--- config.mk ---
export PLATFORM = sky130hd
export DESIGN_NAME = recPlayCtl
export DESIGN_NICKNAME = d
export VERILOG_FILES = /design/src/rtl/recPlayPkg.sv /design/src/rtl/recPlayDatapath.sv /design/src/rtl/recPlayCtrl.sv /design/src/rtl/recPlayCtl.sv
export SDC_FILE = /design/constraint.sdc
export NUM_CORES = 1
export LEC_CHECK = 0
export CORE_MARGIN = 2
export CORE_UTILIZATION = 49
export CTS_BUF_LIST = sky130_fd_sc_hd__clkbuf_4 sky130_fd_sc_hd__clkbuf_8
export DETAILED_ROUTE_END_ITERATION = 6
export GPL_ROUTABILITY_DRIVEN = 0
export GPL_TIMING_DRIVEN = 0
export HOLD_SLACK_MARGIN = 0.03
export PLACE_DENSITY = 0.82
export SYNTH_ARGS = -nofsm -noshare
export SYNTH_HDL_FRONTEND = slang
export SYNTH_SLANG_ARGS = --single-unit
--- constraint.sdc ---
create_clock -name clk -period 2.4 [get_ports clk]
set_input_delay 0.48 -clock clk [delete_from_list [all_inputs] [get_ports clk]]
set_output_delay 0.48 -clock clk [all_outputs]
set_load 0.01 [all_outputs]
--- src/rtl/recPlayPkg.sv ---
package recPlayPkg;
  // Counter commands from control to datapath
  typedef struct packed {
    logic clr;  // return counter to region start
    logic inc;  // advance after a sample slot
  } cntCmd_t;
endpackage

--- src/rtl/recPlayDatapath.sv ---
module recPlayDatapath
  import recPlayPkg::*;
#(
  parameter int ADDR_W = 16,
  parameter int KEY_W  = 3
) (
  input  logic              clk,
  input  logic              rstN,
  input  cntCmd_t           cmd,
  input  logic              keyMode,
  input  logic [KEY_W-1:0]  keyCode,
  output logic              termHit,
  output logic [ADDR_W-1:0] memAddr
);
  localparam int LOW_W = ADDR_W - KEY_W;  // sector-local bits
  localparam int REC_W = ADDR_W - 1;      // full-memory bits

  logic [ADDR_W-1:0] cntQ;

  always_ff @(posedge clk) begin
    if (!rstN)        cntQ <= '0;
    else if (cmd.clr) cntQ <= '0;
    else if (cmd.inc) cntQ <= cntQ + ADDR_W'(1);
  end

  // terminal flag: bit just above the active address range
  always_comb begin
    termHit = keyMode ? cntQ[LOW_W] : cntQ[ADDR_W-1];
    if (keyMode) memAddr = {keyCode, cntQ[LOW_W-1:0]};
    else         memAddr = {1'b0, cntQ[REC_W-1:0]};
  end


  addr_stable_chk: assert property (@(posedge clk) disable iff (!rstN)
    cmd.inc |-> $stable(cntQ));


  term_clear_chk: assert property (@(posedge clk) disable iff (!rstN)
    termHit |=> (cntQ == '0));
endmodule

--- src/rtl/recPlayCtrl.sv ---
module recPlayCtrl
  import recPlayPkg::*;
#(
  parameter int STROBE_DLY = 4
) (
  input  logic    clk,
  input  logic    rstN,
  input  logic    sampleTick,
  input  logic    startBtn,
  input  logic    pauseBtn,
  input  logic    stopBtn,
  input  logic    playMode,
  input  logic    loopMode,
  input  logic    termHit,
  output cntCmd_t cmd,
  output logic    running,
  output logic    adcOe,
  output logic    ramOe,
  output logic    ramWe,
  output logic    dacEn,
  output logic    dacLoad,
  output logic    recLamp
);
  localparam int DLY_W = $clog2(STROBE_DLY + 1);

  logic             runQ, pausedQ, armedQ;
  logic [DLY_W-1:0] dlyQ;
  logic             slot, keepGoing;

  assign slot      = runQ && armedQ && (dlyQ == '0);
  assign keepGoing = loopMode && playMode;

  always_ff @(posedge clk) begin
    if (!rstN) begin
      runQ <= 1'b0; pausedQ <= 1'b0; armedQ <= 1'b0; dlyQ <= '0;
    end else if (stopBtn) begin
      runQ <= 1'b0; pausedQ <= 1'b0; armedQ <= 1'b0;
    end else if (termHit) begin
      armedQ <= 1'b0; pausedQ <= 1'b0;
      if (!keepGoing) runQ <= 1'b0;
    end else if (pauseBtn && runQ) begin
      runQ <= 1'b0; pausedQ <= 1'b1; armedQ <= 1'b0;
    end else if (startBtn && !runQ) begin
      runQ <= 1'b1; pausedQ <= 1'b0;
    end else if (slot) begin
      armedQ <= 1'b0;
    end else if (sampleTick && runQ) begin
      armedQ <= 1'b1; dlyQ <= DLY_W'(STROBE_DLY - 1);
    end else if (armedQ && dlyQ != '0) begin
      dlyQ <= dlyQ - DLY_W'(1);
    end
  end

  always_comb begin
    cmd.clr = stopBtn || termHit;
    cmd.inc = slot;
    running = runQ;
    adcOe   = !playMode;
    ramOe   = playMode;
    dacEn   = playMode;
    ramWe   = slot && !playMode;
    dacLoad = slot && playMode;
    recLamp = runQ && !playMode;
  end


  oneshot_end_chk: assert property (@(posedge clk) disable iff (!rstN)
    (termHit && !(loopMode && playMode)) |=> !running);


  stop_halt_chk: assert property (@(posedge clk) disable iff (!rstN)
    stopBtn |=> (!running && !ramWe && !dacLoad));


  pause_halt_chk: assert property (@(posedge clk) disable iff (!rstN)
    (pauseBtn && !termHit) |=> !running);


  we_mode_chk: assert property (@(posedge clk) disable iff (!rstN)
    ramWe |-> (!playMode && running));
endmodule

--- src/rtl/recPlayCtl.sv ---
module recPlayCtl
  import recPlayPkg::*;
#(
  parameter int ADDR_W     = 16,
  parameter int KEY_W      = 3,
  parameter int STROBE_DLY = 4
) (
  input  logic              clk,
  input  logic              rstN,
  input  logic              sampleTick,
  input  logic              startBtn,
  input  logic              pauseBtn,
  input  logic              stopBtn,
  input  logic              playMode,
  input  logic              loopMode,
  input  logic              keyMode,
  input  logic [KEY_W-1:0]  keyCode,
  output logic [ADDR_W-1:0] memAddr,
  output logic              adcOe,
  output logic              ramOe,
  output logic              ramWe,
  output logic              dacEn,
  output logic              dacLoad,
  output logic              recLamp,
  output logic              running
);
  cntCmd_t cmd;
  logic    termHit;

  recPlayCtrl #(.STROBE_DLY(STROBE_DLY)) u_ctrl (
    .clk(clk), .rstN(rstN), .sampleTick(sampleTick),
    .startBtn(startBtn), .pauseBtn(pauseBtn), .stopBtn(stopBtn),
    .playMode(playMode), .loopMode(loopMode), .termHit(termHit),
    .cmd(cmd), .running(running), .adcOe(adcOe), .ramOe(ramOe),
    .ramWe(ramWe), .dacEn(dacEn), .dacLoad(dacLoad), .recLamp(recLamp)
  );

  recPlayDatapath #(.ADDR_W(ADDR_W), .KEY_W(KEY_W)) u_path (
    .clk(clk), .rstN(rstN), .cmd(cmd), .keyMode(keyMode),
    .keyCode(keyCode), .termHit(termHit), .memAddr(memAddr)
  );
endmodule

==> out/metrics.cfg <==
[run_status]
run_status = finished clean

[floorplan]
fp-row-count = 17
die_area_um2 = 2870
core-area_um2 = 2280
initial_core_util_pct = 53.0
die_width_um = 53.6
top_level_ports = 35
die_height_um = 53.6

[power_and_ir_drop]
power.share.sequential_pct = 59.1
cellInternalPower_mw = 0.465
ir_drop_v = 0.000392
power.leakage_nw = 0.587
clkPwrFrac_pct = 29.8
switchingPower_mw = 0.132
power.combinational.fraction_pct = 11.1
power.switching_fraction_pct = 22.1
total_power_density_per_cell_area_nw_per_um2 = 370

[logic_synthesis]
syn-cell-area_um2 = 1210
most_common_cell_in_the_synthesized_netlist = sky130_fd_sc_hd__dfxtp_1
syn-mean-instance-area_um2 = 8.55
number_of_synthesized_flops_with_an_enable_pin = 0
netlist_top_cells_count = sky130_fd_sc_hd__dfxtp_1, sky130_fd_sc_hd__buf_4, sky130_fd_sc_hd__nor2_1, sky130_fd_sc_hd__nand2_1, sky130_fd_sc_hd__a21oi_1
synth.top_cells.by_area = sky130_fd_sc_hd__dfxtp_1, sky130_fd_sc_hd__buf_4, sky130_fd_sc_hd__nor2_1
synth-seq-area-share_pct = 34.9
netlist_cell_types = 40
yosysTopAreaCell = sky130_fd_sc_hd__dfxtp_1
ys_warn_count = 0
synth_fp_nets = 156
yosys_register_bits = 21
postSynthCellCount = 141
post-synth-top-area-fraction_pct = 34.9
postSynth.asyncResetShare_pct = 0
yosys_most_used_dff = sky130_fd_sc_hd__dfxtp_1

[run]
cap_violations = 0

[placement]
placed_area_um2 = 1580
detailedPlacementHpwl_mm = 2.13
port-buffer-count = 34
dp_slack_ns = -0.0436

[timing]
worstMarginPinSlew_ns = 0.580
unrepaired_setup_endpoints_after_global_routing = no
timing.clock.skew_ns = 0.00595
final_critical_path_setup_slack_ns = 0.0827
min_period_over_period_pct = 96.6
total_count_of_hold_check_failures_in_the_final_report = 0
maxSlewHeadroom_pct = 61.2
post-route-min-period_ns = 2.32
final_max_slew_viol_count = 0
maxClockFrequency_ghz = 0.432
report.final.setup_viol = 0

[global_routing]
grt_util_all_layers_pct = 20.9
grt_start_max_net_pins = 12
grt_first_pass_wirelength_mm = 4.26
first_global_vias = 1008
global_route.overflow_total = 0
grt_antenna_before_repair = 0

[worst_hold_path]
hold_path_startpoint = u_path.cntQ[14]
hold_class = flip-flop to flip-flop

[drt]
route.detailed.wl_per_inst_um = 12.9
vias = 1099
initialDrtViolationCount = 22
detailedRoute.firstPassIterationCount = 4
via_per_inst = 5.31
drc = 0
routed_wirelength_mm = 2.67
drtAntennaViolNets = 0

[final_layout]
n_fill_cell = 184
finish.instance_area_um2 = 1610
nets = 195
multiInputGateArea_um2 = 637
area.growth.synth_to_final_pct = 33.6
insertedDiodeCount = 0
final_layout_size_suffix_gt1_share_pct = 15.6
storage_cell_area_um2 = 420

[clock_tree]
tritoncts_clock_tree = built
cts-htree-levels = 1
clock_insertion_delay_at_the_later_pin_of_the_skew_report_ns = 0.30
numClockSinks = 21
clk_path_buf_depth = 2
numCtsBuffers = 3
ctsRootBufferMaster = sky130_fd_sc_hd__clkbuf_4
path_clk_slew_ns = 0.11
postCtsSetupRepairBufs = 0
post_cts_resize_count = 0
cts_hold_buf = 0

[setup_path]
timing.critical_path.to_type = output pin
startpoint_type = input port
timing.critical_path.fanout_max = 4
worst_r2r_startpoint = u_ctrl.dlyQ[0]
cp.required_ns = 1.92
worstSetupStartpoint = keyMode
criticalPathCategory = input port to output pin
cp_data_arrival_time_ns = 1.84

## critical path, cell delays in order
cell                              delay [ns]
sky130_fd_sc_hd__clkdlybuf4s50_1        0.53
sky130_fd_sc_hd__mux2_2                 0.35
sky130_fd_sc_hd__clkdlybuf4s50_1        0.48
## power groups by stage
| stage | sequential [mW] | combinational (mW) | clock, mW |
|---|---|---|---|
| final | 0.353 | 0.0661 | 0.178 |
| after global routing | 0.353 | 0.0712 | 0.200 |
| after CTS | 0.353 | 0.0662 | 0.184 |
| after detailed placement | 0.361 | 0.0659 | 0 |
| after global placement | 0.361 | 0.0638 | 0 |
| after floorplan | 0.361 | 0.0261 | 0 |
## registers in the layout, summed over array words and instances (netlist names)
signal,flops
u_ctrl.running,1
u_path.cntQ,16
u_ctrl.armedQ,1
u_ctrl.dlyQ,3
## per-stage QoR
stage | utilization, % | instances | total power, mW | hold WS, ns | setup TNS (ns)
2_1_floorplan | - | 141 | 0.387 | 0.454 | 0
3_3_place_gp | 69.5 | 203 | 0.424 | 0.463 | -0.0137
3_5_place_dp | 69.5 | 203 | 0.427 | 0.492 | -0.301
4_1_cts | 70.8 | 207 | 0.603 | 0.515 | 0
5_1_grt | 70.8 | 207 | 0.624 | 0.548 | 0
6_report | 70.8 | 207 | 0.597 | 0.511 | 0
## cells in the final DEF, fill, tap and decap left out, types with 2 or more instances in the layout
cell type                         Yosys  final
sky130_fd_sc_hd__nand4_1              6      6
sky130_fd_sc_hd__buf_4               15     15
sky130_fd_sc_hd__xor2_1               6      6
sky130_fd_sc_hd__and2_1               2      2
sky130_fd_sc_hd__a21oi_1              8      8
sky130_fd_sc_hd__nand2_1             10     10
sky130_fd_sc_hd__or3_1                2      2
sky130_fd_sc_hd__xnor2_1              3      3
sky130_fd_sc_hd__o31ai_1              3      3
sky130_fd_sc_hd__and4_1               2      2
sky130_fd_sc_hd__clkdlybuf4s50_1      0     34
sky130_fd_sc_hd__clkbuf_1             2      2
sky130_fd_sc_hd__nand3_1              6      6
sky130_fd_sc_hd__ha_1                 3      3
sky130_fd_sc_hd__clkbuf_4             0      4
sky130_fd_sc_hd__mux2_2               3      3
sky130_fd_sc_hd__or4_1                3      3
sky130_fd_sc_hd__inv_1                5      5
sky130_fd_sc_hd__o21ai_0              3      3
sky130_fd_sc_hd__dfxtp_1             21     21
sky130_fd_sc_hd__nor3_1               4      4
sky130_fd_sc_hd__nor2_1              14     14
## per-layer routing
layer  GRT usage, %  vias to the layer above  wire length (um)
met5              0                        -                 0
li1               -                      565                 -
met2           37.7                       21              1370
met4           8.55                        0                33
met3           5.56                        4               103
met1           23.0                      509              1170
## final cells by class
cell class	instances	area share, %
Buffer	19	8.07
Clock buffer	4	1.86
Inverter	5	1.16
Multi-Input combinational cell	96	39.5
Sequential cell	21	26.1
Tap cell	28	2.17
Timing Repair Buffer	34	21.1
## path summary, 6_finish.rpt
path / depth (start not counted) / to / slack [ns]
worst max-delay path: 3 / memAddr[14] / 0.08
worst min-delay path: 2 / u_path.cntQ[14] / 0.51
worst max register to register: 7 / u_path.cntQ[14] / 0.48
worst min register to register: 2 / u_path.cntQ[14] / 0.51
## cells by family after synthesis
kind of cell    count (synthesis)  share of synthesized area [%]
xor+xnor                        9                           6.54
fa+ha+maj                       3                           3.11
mux                             4                           3.63
buf+inv                        24                           12.3
flops                          21                           34.9
simple gates                   59                           27.8
compound gates                 21                           11.7
(Power assumes the default switching activity.)
